### src/rtl/alu_flag_pkg.sv
package alu_flag_pkg;

    localparam int OP_W = 4;

    typedef enum logic [OP_W-1:0] {
        OP_ADD    = 4'd0,
        OP_SUB_AB = 4'd1,
        OP_SUB_BA = 4'd2,
        OP_MUL    = 4'd3,
        OP_DIV    = 4'd4,
        OP_MOD    = 4'd5,
        OP_NOT    = 4'd6,
        OP_AND    = 4'd7,
        OP_OR     = 4'd8,
        OP_XOR    = 4'd9,
        OP_XNOR   = 4'd10,
        OP_LNOT   = 4'd11,
        OP_LAND   = 4'd12,
        OP_LOR    = 4'd13,
        OP_RSV14  = 4'd14,
        OP_RSV15  = 4'd15
    } op_e;

    typedef struct packed {
        logic zero;
        logic negative;
        logic overflow;
    } status_t;

    typedef struct packed {
        logic lt;
        logic gt;
        logic eq;
    } order_t;

    // Codes that perform addition, including the spare codes.
    function automatic logic op_is_add(op_e op);
        return (op == OP_ADD) || (op == OP_RSV14) || (op == OP_RSV15);
    endfunction

    function automatic logic op_is_sub(op_e op);
        return (op == OP_SUB_AB) || (op == OP_SUB_BA);
    endfunction

endpackage

### src/rtl/alu_datapath.sv
module alu_datapath
    import alu_flag_pkg::*;
#(
    parameter int W = 32
) (
    input  logic [W-1:0] a,
    input  logic [W-1:0] b,
    input  op_e          op,
    output logic [W-1:0] result
);
    localparam logic [W-1:0] ALL_ONES = {W{1'b1}};
    localparam logic [W-1:0] ZERO_W   = {W{1'b0}};

    logic a_nz, b_nz;
    assign a_nz = |a;
    assign b_nz = |b;

    always_comb begin
        case (op)
            OP_ADD:    result = a + b;
            OP_SUB_AB: result = a - b;
            OP_SUB_BA: result = b - a;
            OP_MUL:    result = a * b;
            OP_DIV:    result = b_nz ? (a / b) : ALL_ONES;
            OP_MOD:    result = a_nz ? (b % a) : ALL_ONES;
            OP_NOT:    result = ~a;
            OP_AND:    result = a & b;
            OP_OR:     result = a | b;
            OP_XOR:    result = a ^ b;
            OP_XNOR:   result = ~(a ^ b);
            OP_LNOT:   result = {ZERO_W[W-1:1], ~a_nz};
            OP_LAND:   result = {ZERO_W[W-1:1], a_nz & b_nz};
            OP_LOR:    result = {ZERO_W[W-1:1], a_nz | b_nz};
            default:   result = a + b;
        endcase
    end

    // the logical codes leave every bit above bit 0 clear
    always_comb begin
        if (op == OP_LNOT || op == OP_LAND || op == OP_LOR)
            a_r3_logic_one_bit: assert (result[W-1:1] == ZERO_W[W-1:1]);
    end

endmodule

### src/rtl/alu_status.sv
module alu_status
    import alu_flag_pkg::*;
#(
    parameter int W = 32
) (
    input  logic [W-1:0] a,
    input  logic [W-1:0] b,
    input  op_e          op,
    input  logic [W-1:0] result,
    output status_t      status
);
    logic sa, sb, sr;
    assign sa = a[W-1];
    assign sb = b[W-1];
    assign sr = result[W-1];

    logic ovf;
    always_comb begin
        case (op)
            OP_SUB_AB: ovf = (sa != sb) && (sr != sa);
            OP_SUB_BA: ovf = (sb != sa) && (sr != sb);
            default:   ovf = op_is_add(op) && (sa == sb) && (sr != sa);
        endcase
    end

    assign status.zero     = ~(|result);
    assign status.negative = sr & op_is_sub(op);
    assign status.overflow = ovf;

    // a wrapped addition flips the sign of the shared operand sign
    always_comb begin
        if (op_is_add(op) && status.overflow)
            a_r7_add_sign_flip: assert (sa == sb && sr != sa);
    end

endmodule

### src/rtl/alu_order.sv
module alu_order
    import alu_flag_pkg::*;
#(
    parameter int W = 32
) (
    input  logic [W-1:0] a,
    input  logic [W-1:0] b,
    output order_t       order
);
    assign order.lt = a < b;
    assign order.gt = a > b;
    assign order.eq = a == b;

    // exactly one ordering output is set
    always_comb begin
        a_r9_one_order: assert ($countones({order.lt, order.gt, order.eq}) == 1);
    end

endmodule

### src/rtl/alu_flagged.sv
module alu_flagged
    import alu_flag_pkg::*;
#(
    parameter int W = 32
) (
    input  logic [W-1:0]  a,
    input  logic [W-1:0]  b,
    input  logic [OP_W-1:0] op,
    output logic [W-1:0]  result,
    output logic          zero,
    output logic          negative,
    output logic          overflow,
    output logic          lt,
    output logic          gt,
    output logic          eq
);
    op_e     op_q;
    status_t st;
    order_t  ord;

    assign op_q = op_e'(op);

    alu_datapath #(.W(W)) u_path (
        .a(a), .b(b), .op(op_q), .result(result)
    );

    alu_status #(.W(W)) u_stat (
        .a(a), .b(b), .op(op_q), .result(result), .status(st)
    );

    alu_order #(.W(W)) u_ord (
        .a(a), .b(b), .order(ord)
    );

    assign zero     = st.zero;
    assign negative = st.negative;
    assign overflow = st.overflow;
    assign lt       = ord.lt;
    assign gt       = ord.gt;
    assign eq       = ord.eq;

    always_comb begin
        // a-b is zero exactly when the comparator reports equality
        if (op_q == OP_SUB_AB)
            a_r5_zero_matches_eq: assert (zero == eq);
        // division by zero yields all ones with no flag raised
        if ((op_q == OP_DIV && !(|b)) || (op_q == OP_MOD && !(|a)))
            a_r4_div_zero_ones: assert ((&result) && !negative && !overflow);
        // negative is confined to the subtraction codes
        if (!(op_q == OP_SUB_AB || op_q == OP_SUB_BA))
            a_r6_neg_gated: assert (!negative);
        // overflow is confined to add and subtract codes
        if (op_q inside {OP_MUL, OP_DIV, OP_MOD, OP_NOT, OP_AND, OP_OR,
                         OP_XOR, OP_XNOR, OP_LNOT, OP_LAND, OP_LOR})
            a_r8_no_overflow: assert (!overflow);
    end

endmodule

### config.mk
export PLATFORM = sky130hd
export DESIGN_NAME = alu_flagged
export DESIGN_NICKNAME = d
export VERILOG_FILES = /design/src/rtl/alu_flag_pkg.sv /design/src/rtl/alu_datapath.sv /design/src/rtl/alu_status.sv /design/src/rtl/alu_order.sv /design/src/rtl/alu_flagged.sv
export SDC_FILE = /design/constraint.sdc
export NUM_CORES = 2
export LEC_CHECK = 0
export BUFFER_PORTS_ARGS = -buffer_cell sky130_fd_sc_hd__buf_2
export CORE_UTILIZATION = 40
export DETAILED_ROUTE_END_ITERATION = 8
export PLACE_DENSITY = 0.63
export SYNTH_ARGS = -nofsm -noshare
export SYNTH_HDL_FRONTEND = slang
export SYNTH_SLANG_ARGS = --single-unit
### constraint.sdc
create_clock -name vclk -period 86.1
set_input_delay 0 -clock vclk [all_inputs]
set_output_delay 0 -clock vclk [all_outputs]
set_load 0.02 [all_outputs]
# Yosys cells after proc, flatten, opt, wreduce, memory -nomap -nowiden
# Cells that the tools add are included.
dict set report word_totals {
  inputBits 68
  elab_cells 54
  reg_bits 0
}
dict set report op_classes {
  reduce_logical 11
  div_mod_pow 2
  eq_ne 21
  addsub 3
  bitwise 10
  n_mul 1
  n_mux 4
  order_cmp 2
}
# cell count
set ops {}
lappend ops {{$pmux 32 s13} 1}
lappend ops {{$reduce_or 32->1} 3}
lappend ops {{$mux 32} 2}
lappend ops {{$not 32->32} 2}
lappend ops {{$sub 32x32->32} 2}
lappend ops {{$add 32x32->32} 1}
lappend ops {{$and 32x32->32} 1}
lappend ops {{$div 32x32->32} 1}
lappend ops {{$eq 32x32->1} 1}
lappend ops {{$eq 4x4->1 const B} 8}
lappend ops {{$gt 32x32->1} 1}
lappend ops {{$lt 32x32->1} 1}
lappend ops {{$mod 32x32->32} 1}
lappend ops {{$mul 32x32->32} 1}
lappend ops {{$or 32x32->32} 1}
lappend ops {{$xor 32x32->32} 1}
lappend ops {{$eq 4x3->1 const B} 4}
lappend ops {{$eq 4x2->1 const B} 2}
lappend ops {{$eq 4x1->1 const B} 1}
lappend ops {{$logic_and 1x1->1} 4}
lappend ops {{$logic_not 4->1} 1}
lappend ops {{$ne 1x1->1} 4}
lappend ops {{$logic_or 1x1->1} 3}
lappend ops {{$and 1x1->1} 2}
lappend ops {{other kinds (4)} 5}

# Depth between registers and ports, before layout
dict set report depth {
  ltp_word 6
  ltp_mapped 357
  depth_no_buf 326
}

# Hierarchy
# Synthesis repeated with hierarchy kept, for this count alone.
dict set report unflattened {
  cells_unflattened 11660
  hier_area_um2 81811.0
}
# module area_each_um2 instances cells_per_inst seq_area_each_um2
set by_module_without_submodules {}
lappend by_module_without_submodules {alu_datapath 80772.5 1 11522 0.0}
lappend by_module_without_submodules {alu_order 850.8 1 114 0.0}
lappend by_module_without_submodules {alu_status 187.7 1 24 0.0}

# Worst setup path before layout
# OpenSTA, ideal clock, no wires.
dict set report synth_timing {
  path_type {input port to output port}
  start {input port a[0]}
  end {output port zero}
  t_required_ps 86100
  path_buffers 64
  cell_stages 313
  t_arrival_ps 73038
  setup_slack_ps 13062
  cell_sequence {inv_1 > clkbuf_1 > ha_1 > nand2_1 > or4_1 > and2_1 > ha_1 > o21ai_0 > a21boi_0 > nand3_1 > a31oi_1 > inv_1 > ha_1 > o211a_1 > o211ai_1 > or4_1 > and2_1 > ha_1 > [... 277 more ...] > ha_1 > nand3_1 > o211ai_1 > o22ai_1 > o31ai_1 > nor4_1 > or2_2 > clkbuf_1 > nand3_1 > a41oi_1 > o22ai_1 > o211ai_1 > or4_1 > or4_1 > or4_1 > nor4_2 > nand4_1 > nor4_2}
}
dict set report synth_between {
  elab_chain_cells 5
  word_cells_on_any_way 20
  classes_between {3 x add/sub; 1 x mul; 2 x div; 3 x mux; 9 x bitwise; 2 x reduce/logical}
}
# element line_no
set synth_rtl {}
lappend synth_rtl {{start: declaration} alu_flagged.sv:6} ;# input logic [W-1:0] a,
lappend synth_rtl {{$mod 32x32->32, or another cell as far along} alu_datapath.sv:25} ;# OP_MOD: result = a_nz ? (b % a) : ALL_ONES;
lappend synth_rtl {{$mux 32 (on tied branches)} {alu_datapath.sv:25, alu_datapath.sv:24}}
lappend synth_rtl {{$pmux 32 s13 *} alu_datapath.sv:19} ;# case (op)
lappend synth_rtl {{named net result[10]} alu_flagged.sv:9} ;# output logic [W-1:0] result,
lappend synth_rtl {{$reduce_or 32->1 *} alu_status.sv:26} ;# assign status.zero = ~(|result);
lappend synth_rtl {{$not 1->1 *} alu_status.sv:26}
lappend synth_rtl {{end: declaration} alu_flagged.sv:10} ;# output logic zero,
# Mark *: on every way through the listed nets, which the timed path passes. The rest lies on a longest branch.

# Final worst setup path
dict set report layout_timing {
  start {input port a[10]}
  end {output port zero}
}
dict set report layout_between {
  elab_chain_cells 5
  word_cells_on_any_way 20
  classes_between {3 x add/sub; 1 x mul; 2 x div; 3 x mux; 9 x bitwise; 2 x reduce/logical}
}
# element line_no
set layout_rtl {}
lappend layout_rtl {{$mod 32x32->32, or another cell as far along} alu_datapath.sv:25}
lappend layout_rtl {{$mux 32, or another cell as far along} alu_datapath.sv:25}
lappend layout_rtl {{$pmux 32 s13 *} alu_datapath.sv:19}
lappend layout_rtl {{$reduce_or 32->1 *} alu_status.sv:26}
lappend layout_rtl {{$not 1->1 *} alu_status.sv:26}
# Every way passes the cells marked *; elsewhere a longest branch is shown, timed or not.

==> out/qor.csv <==
stage;metric;value;unit
timing;actual slew at the worst max-slew pin;1.35;ns
finish;nets;14400;
timing;setup violators final;0;
floorplan;FP Rows;165;
timing;Slew headroom;0.0917;
timing;Final Slew Violations;0;
finish;clock buf count;0;
routing;# DRC;5;
yosys;Mapped Nets;13600;
floorplan;die area;207000;um^2
yosys;synthesized area per cell;6.94;um^2
global_routing;antenna violations before repair;63;
routing;vias post-DR;100000;
finish;Multi-input gate area;77400;um^2
yosys;Synth area leader;ha_1;
floorplan;Die Wd;455;um
yosys;post-synth top area share;0.201;
timing;Hold Vio Cnt, Final;0;
finish;cell area after layout;93100;um^2
yosys;Post-Synthesis Cells;11800;
finish;share of cells above drive strength 1;0.132;
floorplan;Initial Util;0.404;
timing;Highest Clock Rate;12.1;MHz
yosys;Yosys warnings;0;
global_routing;vias in the first global route;93200;
worst_hold_path;Min-Delay Path Class;input pin to output port;
routing;Antenna Nets Post-Route;0;
finish;num sequential;0;
critical_path;CP Launch Type;input pin;
placed_design;PortBufs;106;
routing;DRT Pass-1 Iters;9;
critical_path;Slowest Stage Delay on Critical Path;0.89;ns
floorplan;Die Ht;455;um
timing;final period utilization;0.963;
critical_path;Most common cell on crit path;ha_1;
finish;Finished Core Util;0.459;
critical_path;worst endpoint data arrival time;82.95;ns
finish;Seq. cell area;0;um^2
finish;Layout fillers;20900;
global_routing;largest net degree at the start of global routing;37;
cts;hold-fix buffer count after cts;0;
critical_path;worst path required time;86.10;ns
floorplan;I/O pin count;106;
routing;Initial DRC Count;12900;
job;number of max-cap violations;0;
outcome;run status;finished with violations;
critical_path;CP max-delay cell;a2111oi_1;
placed_design;Post-DP HPWL;364;mm
routing;Avg WL per Cell;29.8;um
finish;Area Growth Syn to Fin;13.6;%
outcome;failing checks;DRC;
timing;post-layout minimum cycle time;82.95;ns
critical_path;crit path capture type;output port;
floorplan;core area;203000;um^2
global_routing;Total GRT Usage;0.423;
routing;drt via density;6.56;
yosys;Unique masters post-synth;100;
global_routing;Overflow after GRT;0;
global_routing;first-pass GRT wire length;646;mm
placed_design;Placer Congestion;1.08;
yosys;Synth top cells by count;nand2_1, ha_1, nor2_1;
placed_design;dpl cell area;92500;um^2
yosys;ranking of synthesized cells by area;ha_1, fa_1, nand2_1, xnor2_1, nor2_1;
yosys;Post-Syn Area;81900;um^2
critical_path;worst-path maximum fanout;29;
yosys;Seq/Total Area, Yosys;0;
routing;final WL;456;mm
critical_path;WS Path Type;input pin to output port;
yosys;cell with the most instances after synthesis;nand2_1;
path summary, 6_finish.rpt:
| kind | start | end | depth (start not counted) |
|---|---|---|---|
| worst min-delay path | op[1] | overflow | 5 |
| worst max-delay path | a[10] | zero | 300 |
metrics by stage:
stage	std cells	setup WS (ns)	TNS (ns)	hold WS [ns]
after floorplan	11800	13.06	0	0.220
after global placement	15200	1.82	0	0.956
after detailed placement	15200	0.165	0	0.975
after CTS	15200	0.287	0	0.980
after global routing	15300	-0.0633	-0.0633	1.01
final	15300	3.15	0	1.02
kinds of logic (layout without fill, tap and decap cells):
family	count (synthesis)	after routing	share of synthesized area
AO/OA/AOI/OAI	3536	3536	0.286
multiplexers	191	191	0.0251
other	0	37	0
AND/OR/NAND/NOR	4167	4167	0.234
XOR/XNOR	860	860	0.0919
adder cells (fa/ha/maj)	1725	1725	0.301
buffers and inverters	1332	2082	0.0613
layout by cell type (no fill, tap or decap), drive strengths merged, types with 102 or more instances in the layout:
| cell type | n |
|---|---|
| fa | 411 |
| nand2 | 1413 |
| o211ai | 144 |
| buf | 1207 |
| xor2 | 282 |
| o21a | 279 |
| a21o | 333 |
| o21ai | 693 |
| mux2 | 117 |
| a21oi | 843 |
| nand3 | 254 |
| a211oi | 138 |
| nor3 | 351 |
| or3 | 130 |
| nand2b | 102 |
| nand4 | 117 |
| inv | 869 |
| xnor2 | 578 |
| a31oi | 167 |
| nor2 | 1177 |
| ha | 1314 |
| or2 | 106 |
what timing repair did:
item,4_1_cts,5_1_grt
setup buffers,0,12
pin swaps,0,5
gates resized for setup,1,77
setup endpoints to repair,1,35
critical path, delay by kind of cell:
family | cells | cell delay, ns
xor gates and xnor gates | 1 | 0.07
muxes | 3 | 0.71
adders and majority gates | 31 | 10.11
AOI/OAI and AO/OA | 144 | 41.74
buffers and inverters | 39 | 7.35
and+or+nand+nor | 82 | 22.64
area by class of cell:
cell class                 count  share of cell area
tap                         2672              0.0359
multi-input combinational  10500               0.832
inverter                     874              0.0353
antenna                       37            0.000995
timing repair buffer        1208              0.0956
per-layer routing:
layer	global-route usage	up-vias	share of wire	routed length, um
met5	0.00560	-	0.0012	535
met4	0.245	46	0.069	31600
met3	0.115	1364	0.12	56500
met2	0.614	6424	0.40	184000
met1	0.558	48100	0.40	184000
li1	-	44200	-	-
